<file path="src/rtl/booth_pkg.sv">
package booth_pkg;

    // One recoded multiplier digit: value = (neg ? -1 : +1) * (two ? 2 : one ? 1 : 0)
    typedef struct packed {
        logic neg;
        logic two;
        logic one;
    } booth_digit_t;

endpackage

</file>
<file path="src/rtl/booth_recode.sv">
module booth_recode
    import booth_pkg::*;
(
    input  logic [2:0]   trip,
    output booth_digit_t dig
);

    always_comb begin
        dig = '0;
        unique case (trip)
            3'b000, 3'b111: dig = '{neg: 1'b0, two: 1'b0, one: 1'b0};
            3'b001, 3'b010: dig = '{neg: 1'b0, two: 1'b0, one: 1'b1};
            3'b011:         dig = '{neg: 1'b0, two: 1'b1, one: 1'b0};
            3'b100:         dig = '{neg: 1'b1, two: 1'b1, one: 1'b0};
            3'b101, 3'b110: dig = '{neg: 1'b1, two: 1'b0, one: 1'b1};
            default:        dig = '0;
        endcase
    end

endmodule

</file>
<file path="src/rtl/booth_ppsel.sv">
module booth_ppsel
    import booth_pkg::*;
#(
    parameter int N   = 8,
    parameter int IDX = 0
) (
    input  logic [N-1:0]   mcand,
    input  booth_digit_t   dig,
    output logic [2*N-1:0] pp
);

    localparam int W = 2 * N;

    logic [W-1:0] ext;
    logic [W-1:0] mag;
    logic [W-1:0] inv;

    // sign-extend first so the doubled value keeps its sign
    assign ext = {{N{mcand[N-1]}}, mcand};

    always_comb begin
        if (dig.two)
            mag = ext << 1;
        else if (dig.one)
            mag = ext;
        else
            mag = '0;
        // the +1 of the negation is carried in the correction word
        inv = dig.neg ? ~mag : mag;
        pp  = inv << (2 * IDX);
    end

endmodule

</file>
<file path="src/rtl/booth_cla.sv">
module booth_cla #(
    parameter int W = 16
) (
    input  logic [W-1:0] a,
    input  logic [W-1:0] b,
    output logic [W-1:0] s
);

    logic [W-1:0] gen;
    logic [W-1:0] prop;
    logic [W-1:0] cin;

    assign gen  = a & b;
    assign prop = a | b;

    always_comb begin
        cin[0] = 1'b0;
        for (int k = 0; k < W - 1; k++) begin
            cin[k+1] = gen[k] | (prop[k] & cin[k]);
        end
        s = a ^ b ^ cin;
    end

endmodule

</file>
<file path="src/rtl/booth_mul.sv">
module booth_mul
    import booth_pkg::*;
#(
    parameter int N = 8
) (
    input  logic           clk,
    input  logic           rst,
    input  logic           in_valid,
    input  logic [N-1:0]   op_x,
    input  logic [N-1:0]   op_y,
    output logic           out_valid,
    output logic [2*N-1:0] out_prod
);

    localparam int W     = 2 * N;
    localparam int NPP   = N / 2;
    localparam int NTERM = NPP + 1;
    localparam int LVL   = $clog2(NTERM);
    localparam int P2    = 1 << LVL;
    localparam int LAT   = LVL + 1;
    localparam int WW    = $clog2(LAT + 1);

    // ---------------- recoding and partial products ----------------
    logic [N:0]   y_ext;
    booth_digit_t dig [NPP];
    logic [W-1:0] pp  [NPP];
    logic [W-1:0] cor;
    logic [W-1:0] term [P2];

    assign y_ext = {op_y, 1'b0};

    for (genvar i = 0; i < NPP; i++) begin : g_digit
        booth_recode u_rec (
            .trip (y_ext[2*i+2 -: 3]),
            .dig  (dig[i])
        );
        booth_ppsel #(.N(N), .IDX(i)) u_sel (
            .mcand (op_x),
            .dig   (dig[i]),
            .pp    (pp[i])
        );
    end

    always_comb begin
        cor = '0;
        for (int i = 0; i < NPP; i++) begin
            cor[2*i] = dig[i].neg;
        end
        for (int k = 0; k < P2; k++) begin
            term[k] = '0;
        end
        for (int i = 0; i < NPP; i++) begin
            term[i] = pp[i];
        end
        term[NPP] = cor;
    end

    // ---------------- registered reduction tree ----------------
    for (genvar l = 0; l < LVL; l++) begin : g_lvl
        localparam int CNT = P2 >> l;
        logic [W-1:0] node [CNT];
        if (l == 0) begin : g_leaf
            always_ff @(posedge clk) begin
                for (int j = 0; j < CNT; j++) begin
                    node[j] <= term[j];
                end
            end
        end else begin : g_sum
            always_ff @(posedge clk) begin
                for (int j = 0; j < CNT; j++) begin
                    node[j] <= g_lvl[l-1].node[2*j] + g_lvl[l-1].node[2*j+1];
                end
            end
        end
    end

    // ---------------- lookahead final adder ----------------
    logic [W-1:0] fin_a;
    logic [W-1:0] fin_b;
    logic [W-1:0] fin_sum;

    assign fin_a = g_lvl[LVL-1].node[0];
    assign fin_b = g_lvl[LVL-1].node[1];

    booth_cla #(.W(W)) u_cla (
        .a (fin_a),
        .b (fin_b),
        .s (fin_sum)
    );

    always_ff @(posedge clk) begin
        out_prod <= fin_sum;
    end

    // ---------------- valid pipeline ----------------
    logic [LAT-1:0] vld;

    always_ff @(posedge clk) begin
        if (rst)
            vld <= '0;
        else
            vld <= {vld[LAT-2:0], in_valid};
    end

    assign out_valid = vld[LAT-1];

    // ---------------- assertions ----------------
    logic [WW-1:0]         warm;
    logic signed [W-1:0]   chk_x;
    logic signed [W-1:0]   chk_y;

    assign chk_x = {{N{op_x[N-1]}}, op_x};
    assign chk_y = {{N{op_y[N-1]}}, op_y};

    always_ff @(posedge clk) begin
        if (rst)
            warm <= '0;
        else if (warm != WW'(LAT))
            warm <= warm + 1'b1;
    end

    AST_PRODUCT_MATCH: assert property (@(posedge clk) disable iff (rst)
        out_valid |-> (out_prod == W'($past(chk_x, LAT) * $past(chk_y, LAT))))
        else $error("product mismatch");

    AST_VALID_DELAY: assert property (@(posedge clk) disable iff (rst)
        (warm == WW'(LAT)) |-> (out_valid == $past(in_valid, LAT)))
        else $error("valid delay mismatch");

    AST_RESET_CLEAR: assert property (@(posedge clk) disable iff (rst)
        $fell(rst) |-> !out_valid)
        else $error("valid survived reset");

    AST_CLA_SUM: assert property (@(posedge clk) disable iff (rst)
        vld[LAT-2] |-> (fin_sum == W'(fin_a + fin_b)))
        else $error("final adder sum wrong");

endmodule

</file>
<file path="config.mk">
export PLATFORM = sky130hd
export DESIGN_NAME = booth_mul
export DESIGN_NICKNAME = d
export VERILOG_FILES = /design/src/rtl/booth_pkg.sv /design/src/rtl/booth_recode.sv /design/src/rtl/booth_ppsel.sv /design/src/rtl/booth_cla.sv /design/src/rtl/booth_mul.sv
export SDC_FILE = /design/constraint.sdc
export NUM_CORES = 1
export LEC_CHECK = 0
export BUFFER_PORTS_ARGS = -buffer_cell sky130_fd_sc_hd__buf_4
export CAP_MARGIN = 20
export CORE_UTILIZATION = 50
export DETAILED_ROUTE_END_ITERATION = 7
export MAX_ROUTING_LAYER = met4
export PLACE_DENSITY = 0.68
export SETUP_SLACK_MARGIN = 0.02
export SLEW_MARGIN = 40
export SYNTH_ARGS = -nofsm -noshare
export SYNTH_HDL_FRONTEND = slang
export SYNTH_SLANG_ARGS = --single-unit
</file>
<file path="constraint.sdc">
create_clock -name clk -period 4.39 [get_ports clk]
set_input_delay 0.6585 -clock clk [delete_from_list [all_inputs] [get_ports clk]]
set_output_delay 0.6585 -clock clk [all_outputs]
set_load 0.02 [all_outputs]
</file>
-- Yosys cells after proc, flatten, opt, wreduce, memory -nomap -nowiden
Memory sizes are Yosys's and may differ from the RTL's.
Cells that the tools add are included.
- flip-flop bits (word level): 20
- RAM bits: 224
- bits in read-only memories: 96
- input bits: 19
- output and inout bits: 17
- logic and storage cells: 63
- memories: 7
- add/sub/neg operators: 6
- muxes and demuxes: 12
- bitwise operators: 36
- memory list (name ; depth ; bits a word ; rd ports ; clocked after memory_dff ; write ports ; line ; RTL):
    g_lvl[0].node ; 8 ; 16 ; 8 ; 0 ; 8 ; booth_mul.sv:61 ; logic [W-1:0] node [CNT];
    g_lvl[1].node ; 4 ; 16 ; 4 ; 0 ; 4 ; booth_mul.sv:61 ;
    g_lvl[2].node ; 2 ; 16 ; 2 ; 0 ; 2 ; booth_mul.sv:61 ;
    (name not given) ; 8 ; 3 ; 1 ; 0 ; 0 ; booth_recode.sv:10 ; unique case (trip)
    (name not given) ; 8 ; 3 ; 1 ; 0 ; 0 ; booth_recode.sv:10 ;
    (name not given) ; 8 ; 3 ; 1 ; 0 ; 0 ; booth_recode.sv:10 ;
    1 more memories ; n/a ; n/a ; n/a ; n/a ; n/a ; n/a ;
- operators with widths (cell ; number):
    adder 16 bit ; 6
    2-to-1 mux 16 bit ; 3
    2-to-1 mux 14 bit ; 3
    2-to-1 mux 12 bit ; 3
    XOR 16 bit ; 2
    2-to-1 mux 10 bit ; 3
    NOT 16 bit ; 1
    bitwise AND 15 bit ; 1
    OR 15 bit ; 1
    bitwise AND 1 bit ; 14
    NOT 14 bit ; 1
    OR 1 bit ; 14
    NOT 12 bit ; 1
    NOT 10 bit ; 1

-- Logic depth before layout (Yosys ltp)
An unclocked memory read counts as a cell.
- word-level depth: 31
- mapped depth: 16
- depth with buffers taken out: 16

-- Hierarchy
A second synthesis with hierarchy kept.
- cell total of the unflattened synthesis: 682
- area total of the unflattened synthesis: 7240.7 um2
- modules (own cells, without submodules) (module ; times used ; cells an instance ; area each (um2) ; seq. area each (um2)):
    booth_mul ; 1 ; 420 ; 5016.1 ; 2882.8
    booth_ppsel at g_digit[1].u_sel ... ; 3 ; 53 ; 414.1 ; 0.0
    booth_ppsel at g_digit[0].u_sel ; 1 ; 52 ; 410.4 ; 0.0
    booth_cla ; 1 ; 23 ; 341.6 ; 0.0
    booth_recode ; 4 ; 7 ; 57.6 ; 0.0

-- Worst setup path after synthesis
Ideal clock, no wire load.
- kind: register -> register
- start point: memory g_lvl[2].node[0][0]
- end point: register out_prod[15]
- library setup time: 117 ps
- data arrival time: 3631 ps
- required time: 4273 ps
- setup slack: 642 ps
- stages on the path, launching flop included: 17
- buffers on the path: 0
- clock period less this slack: 3748 ps
- cell sequence: dfxtp_1 -> ha_1 -> ha_1 -> fa_1 -> ha_1 -> fa_1 -> ha_1 -> fa_1 -> ha_1 -> ha_1 -> ha_1 -> ha_1 -> ha_1 -> ha_1 -> ha_1 -> ha_1 -> xor2_1
- RTL lines (element ; line ; RTL):
    start, declared ; booth_mul.sv:61 ;
    end signal, assigned ; booth_mul.sv:92 ; out_prod <= fin_sum;
    end, declared ; booth_mul.sv:12 ; output logic [2*N-1:0] out_prod

==> reports/qor.csv <==
stage,metric,value,unit
yosys,Yosys cell types,45,
min_path,Hold Path Depth,0,
yosys,Seq cells post-synth,112,
critical_path,"Buf+Inv Stages, Crit Path",0,
clock_tree,CTS root buffer,clkbuf_8,
critical_path,Reg2Reg Setup Slack,0.46,ns
floorplan,Initial Utilization,0.517,
critical_path,Top delay family on crit path,adder cells,
critical_path,startpoint types,flip-flop,
detailed_routing,TritonRoute pass-1 iters,4,
min_path,Min-Delay Endpoint,g_lvl[1].node[0][0],
run,max cap viols,0,
critical_path,Worst R2R End,out_prod[15],
placed_design,gpl congestion,0.835,
critical_path,slowest CP cell,fa_1,
clock_tree,"CTS clk-pin slew, worst paths",0.11,ns
global_route,initial antenna violation count,0,
critical_path,Critical Path Most Common Cell,ha_1,
sta,Final Hold Vio Count,0,
sta,max_slew headroom,0.595,
critical_path,Reg-to-Reg Start,g_lvl[2].node[0][0],
yosys,Cells after Synth,546,
sta,"Setup violations, final",0,
global_route,grt total ovfl,0,
clock_tree,Post-CTS Setup Inserts,0,
clock_tree,clock sink total,112,
global_route,pin count of the biggest net entering global routing,26,
detailed_routing,WL final,9160,microns
yosys,Post-Syn Area,5060,sq um
yosys,cell taking the most area after synthesis,dfxtp_1,
sta,count of pins over their slew limit,0,
yosys,prevailing post-synth register cell,dfxtp_1,
detailed_routing,vias per cell,5.33,
power,VDD IR max,223,uV
sta,final period utilization,0.896,
sta,RSZ-0062 raised after global routing,false,
sta,fin crit period,3.93,ns
critical_path,WS Path Type,reg2reg,
clock_tree,hold-fix buffers at CTS,0,
finish,share of cells above drive strength 1,0.107,
yosys,Yosys Warn Count,0,
clock_tree,TritonCTS clock tree,built,
floorplan,core area,9770,sq um
critical_path,critical path endpoint category,flip-flop,
yosys,synth top area cells,"dfxtp_1, ha_1, nand2_1",
global_route,first-pass GRT wire length,15100,microns
critical_path,Worst Path Max Fanout,1,
finish,Layout area overhead,10.8,%
clock_tree,worst skew pair latency,0.38,ns
critical_path,"Largest stage delay, worst path",0.37,ns
detailed_routing,Residual DRC,0,
sta,FMAX,254,MHz
yosys,syn avg cell area,9.26,sq um
yosys,sequential area share after synthesis,0.443,
yosys,"Net Count, Synth",618,
sta,clk_skew,0.0115,ns
global_route,GRT Total Usage,0.191,
critical_path,Register-to-Register Path Depth,16,
global_route,vias in the first global route,3346,
critical_path,crit path cell chain,ha_1 > ha_1 > fa_1 > ha_1 > fa_1 > ha_1 > fa_1 > ha_1 > ha_1 > ha_1 > ha_1 > ha_1 > ha_1 > ha_1 > ha_1 > xor2_1,
sta,Hold WS,0.331,ns
floorplan,DIE HEIGHT,103,microns
placed_design,PortBufs,35,
finish,Nets,636,
clock_tree,Inserted Clock Buffers,9,
finish,# fillers,856,
sta,setup TNS,0,ns
critical_path,crit path DAT,4.20,ns
detailed_routing,initial drt markers,165,
finish,Final Instance Count excl. Fillers,702,
floorplan,IO Count,36,
power,pwr/cell area,560,nW/um^2
clock_tree,Max Root-Sink Buffers,2,
floorplan,total die area,10500,sq um
floorplan,site row count,36,
detailed_routing,WL/cell,13.0,microns
sta,worst slew pin tran,0.608,ns
power,Leak,2.49,nW
placed_design,Inst Count DP,686,
yosys,Post-synth EDFFs,0,
finish,# diodes,0,
status,status,finished clean,
floorplan,die width,103,microns
min_path,Min-Delay Path Class,reg2reg,
placed_design,DP HPWL,6800,microns
min_path,Worst Hold Launch,g_lvl[0].node[0][0],
clock_tree,Post-CTS Resized,0,
yosys,ys async rst share,0,
clock_tree,H-tree depth,3,
detailed_routing,Via Count,3742,
detailed_routing,Post-DRT Antenna Nets,0,
critical_path,Critical Path RT,4.66,ns
yosys,post-synth top area share,0.443,
==> cell type report <==
| class | count | area, sq um | area share |
|---|---|---|---|
| clock buffers | 9 | 124 | 0.0221 |
| flip-flops and latches | 112 | 2240 | 0.400 |
| multi-input cells | 383 | 2630 | 0.469 |
| inverters | 22 | 82.6 | 0.0147 |
| well taps | 133 | 166 | 0.0297 |
| repair buffers | 36 | 270 | 0.0482 |
| clock inverters | 7 | 90.1 | 0.0161 |
==> synthesized netlist by cell type (2+ instances only) <==
master / n
nand3_1: 10
nand2b_1: 6
clkbuf_1: 29
dfxtp_1: 112
xnor2_1: 15
o221ai_1: 20
and3_1: 4
o2111ai_1: 2
o21a_1: 7
a211o_1: 2
o211ai_1: 2
a22o_1: 6
nor2_1: 42
nor3_1: 6
o21bai_1: 2
a31oi_1: 2
nor2b_1: 11
inv_1: 22
a21oi_1: 36
o21ai_0: 42
o31ai_1: 4
ha_1: 47
nand2_1: 69
a21o_1: 4
fa_1: 6
a211oi_1: 3
mux2i_1: 6
nand4_1: 2
xor2_1: 8
o22ai_1: 2
and2_1: 3
==> worst reg2reg max path: stages (launching register included) <==
cell and delay, ns:
dfxtp_1 0.32, ha_1 0.18, ha_1 0.19, fa_1 0.37
ha_1 0.21, fa_1 0.37, ha_1 0.20, fa_1 0.37
ha_1 0.19, ha_1 0.18, ha_1 0.18, ha_1 0.18
ha_1 0.19, ha_1 0.18, ha_1 0.18, ha_1 0.18
xor2_1 0.15
==> flip-flops by register name, summed over array words and instances, names as in the netlist <==
register / cells
g_lvl.node: 92
vld: 4
out_prod: 16
==> report_power, final <==
part           total [W]  switching [W]  internal (W)
Combinational    0.00115       0.000633      0.000522
Clock           0.000597       0.000369      0.000228
Sequential       0.00139      0.0000864       0.00130
==> worst max path at each step <==
stage | start | end | slack [ns] | cells after the start
after floorplan | g_lvl[2].node[0][0] | out_prod[15] | 0.64 | 16
after global placement | g_lvl[2].node[0][0] | out_prod[15] | 0.49 | 16
after detailed placement | g_lvl[2].node[0][0] | out_prod[15] | 0.42 | 16
after CTS | g_lvl[2].node[0][0] | out_prod[15] | 0.39 | 16
after global routing | g_lvl[2].node[0][0] | out_prod[15] | 0.30 | 16
final | g_lvl[2].node[0][0] | out_prod[15] | 0.46 | 16
==> cells in the final DEF, fill, tap and decap left out, types with 2 or more instances in the layout <==
master       n
nand4_1      2
ha_1        47
o2111ai_1    2
clkinv_8     4
dfxtp_1    112
buf_4       36
inv_1       22
a31oi_1      2
xnor2_1     15
a21oi_1     36
o21a_1       7
nor2b_1      9
o211ai_1     2
nand3_1     10
a211oi_1     3
a22o_1       6
o21ai_0     42
and3_1       4
xor2_1       8
fa_1         6
mux2i_1      6
o21bai_1     2
clkbuf_8     9
a21o_1       4
o221ai_1    20
nor2b_2      2
nand2_1     69
o31ai_1      4
nand2b_1     6
and2_1       3
nor2_1      42
o22ai_1      2
nor3_1       6
a211o_1      2
==> layer usage <==
metal,wire length (microns),GRT usage
met4,200,0.0846
met2,4200,0.293
met1,4400,0.252
met5,0,-
met3,361,0.0264
==> cell families after synthesis <==
kind of cell | share of synthesized area
buffers and inverters | 0.0379
adders and majority gates | 0.140
AOI/OAI and AO/OA | 0.188
xor gates and xnor gates | 0.0398
and+or+nand+nor | 0.137
muxes | 0.0141
DFF | 0.443
==> per-stage QoR <==
stage | total power, W | worst slack, ns | utilization | instance area, sq um
6_report | 0.00314 | 0.457 | 0.573 | 5600
5_1_grt | 0.00339 | 0.300 | 0.573 | 5600
4_1_cts | 0.00317 | 0.394 | 0.573 | 5600
3_5_place_dp | 0.00257 | 0.422 | 0.551 | 5380
3_3_place_gp | 0.00252 | 0.493 | 0.551 | 5380
2_1_floorplan | 0.00226 | 0.642 | - | 5060
No activity file was read; power rests on OpenSTA's default activity.
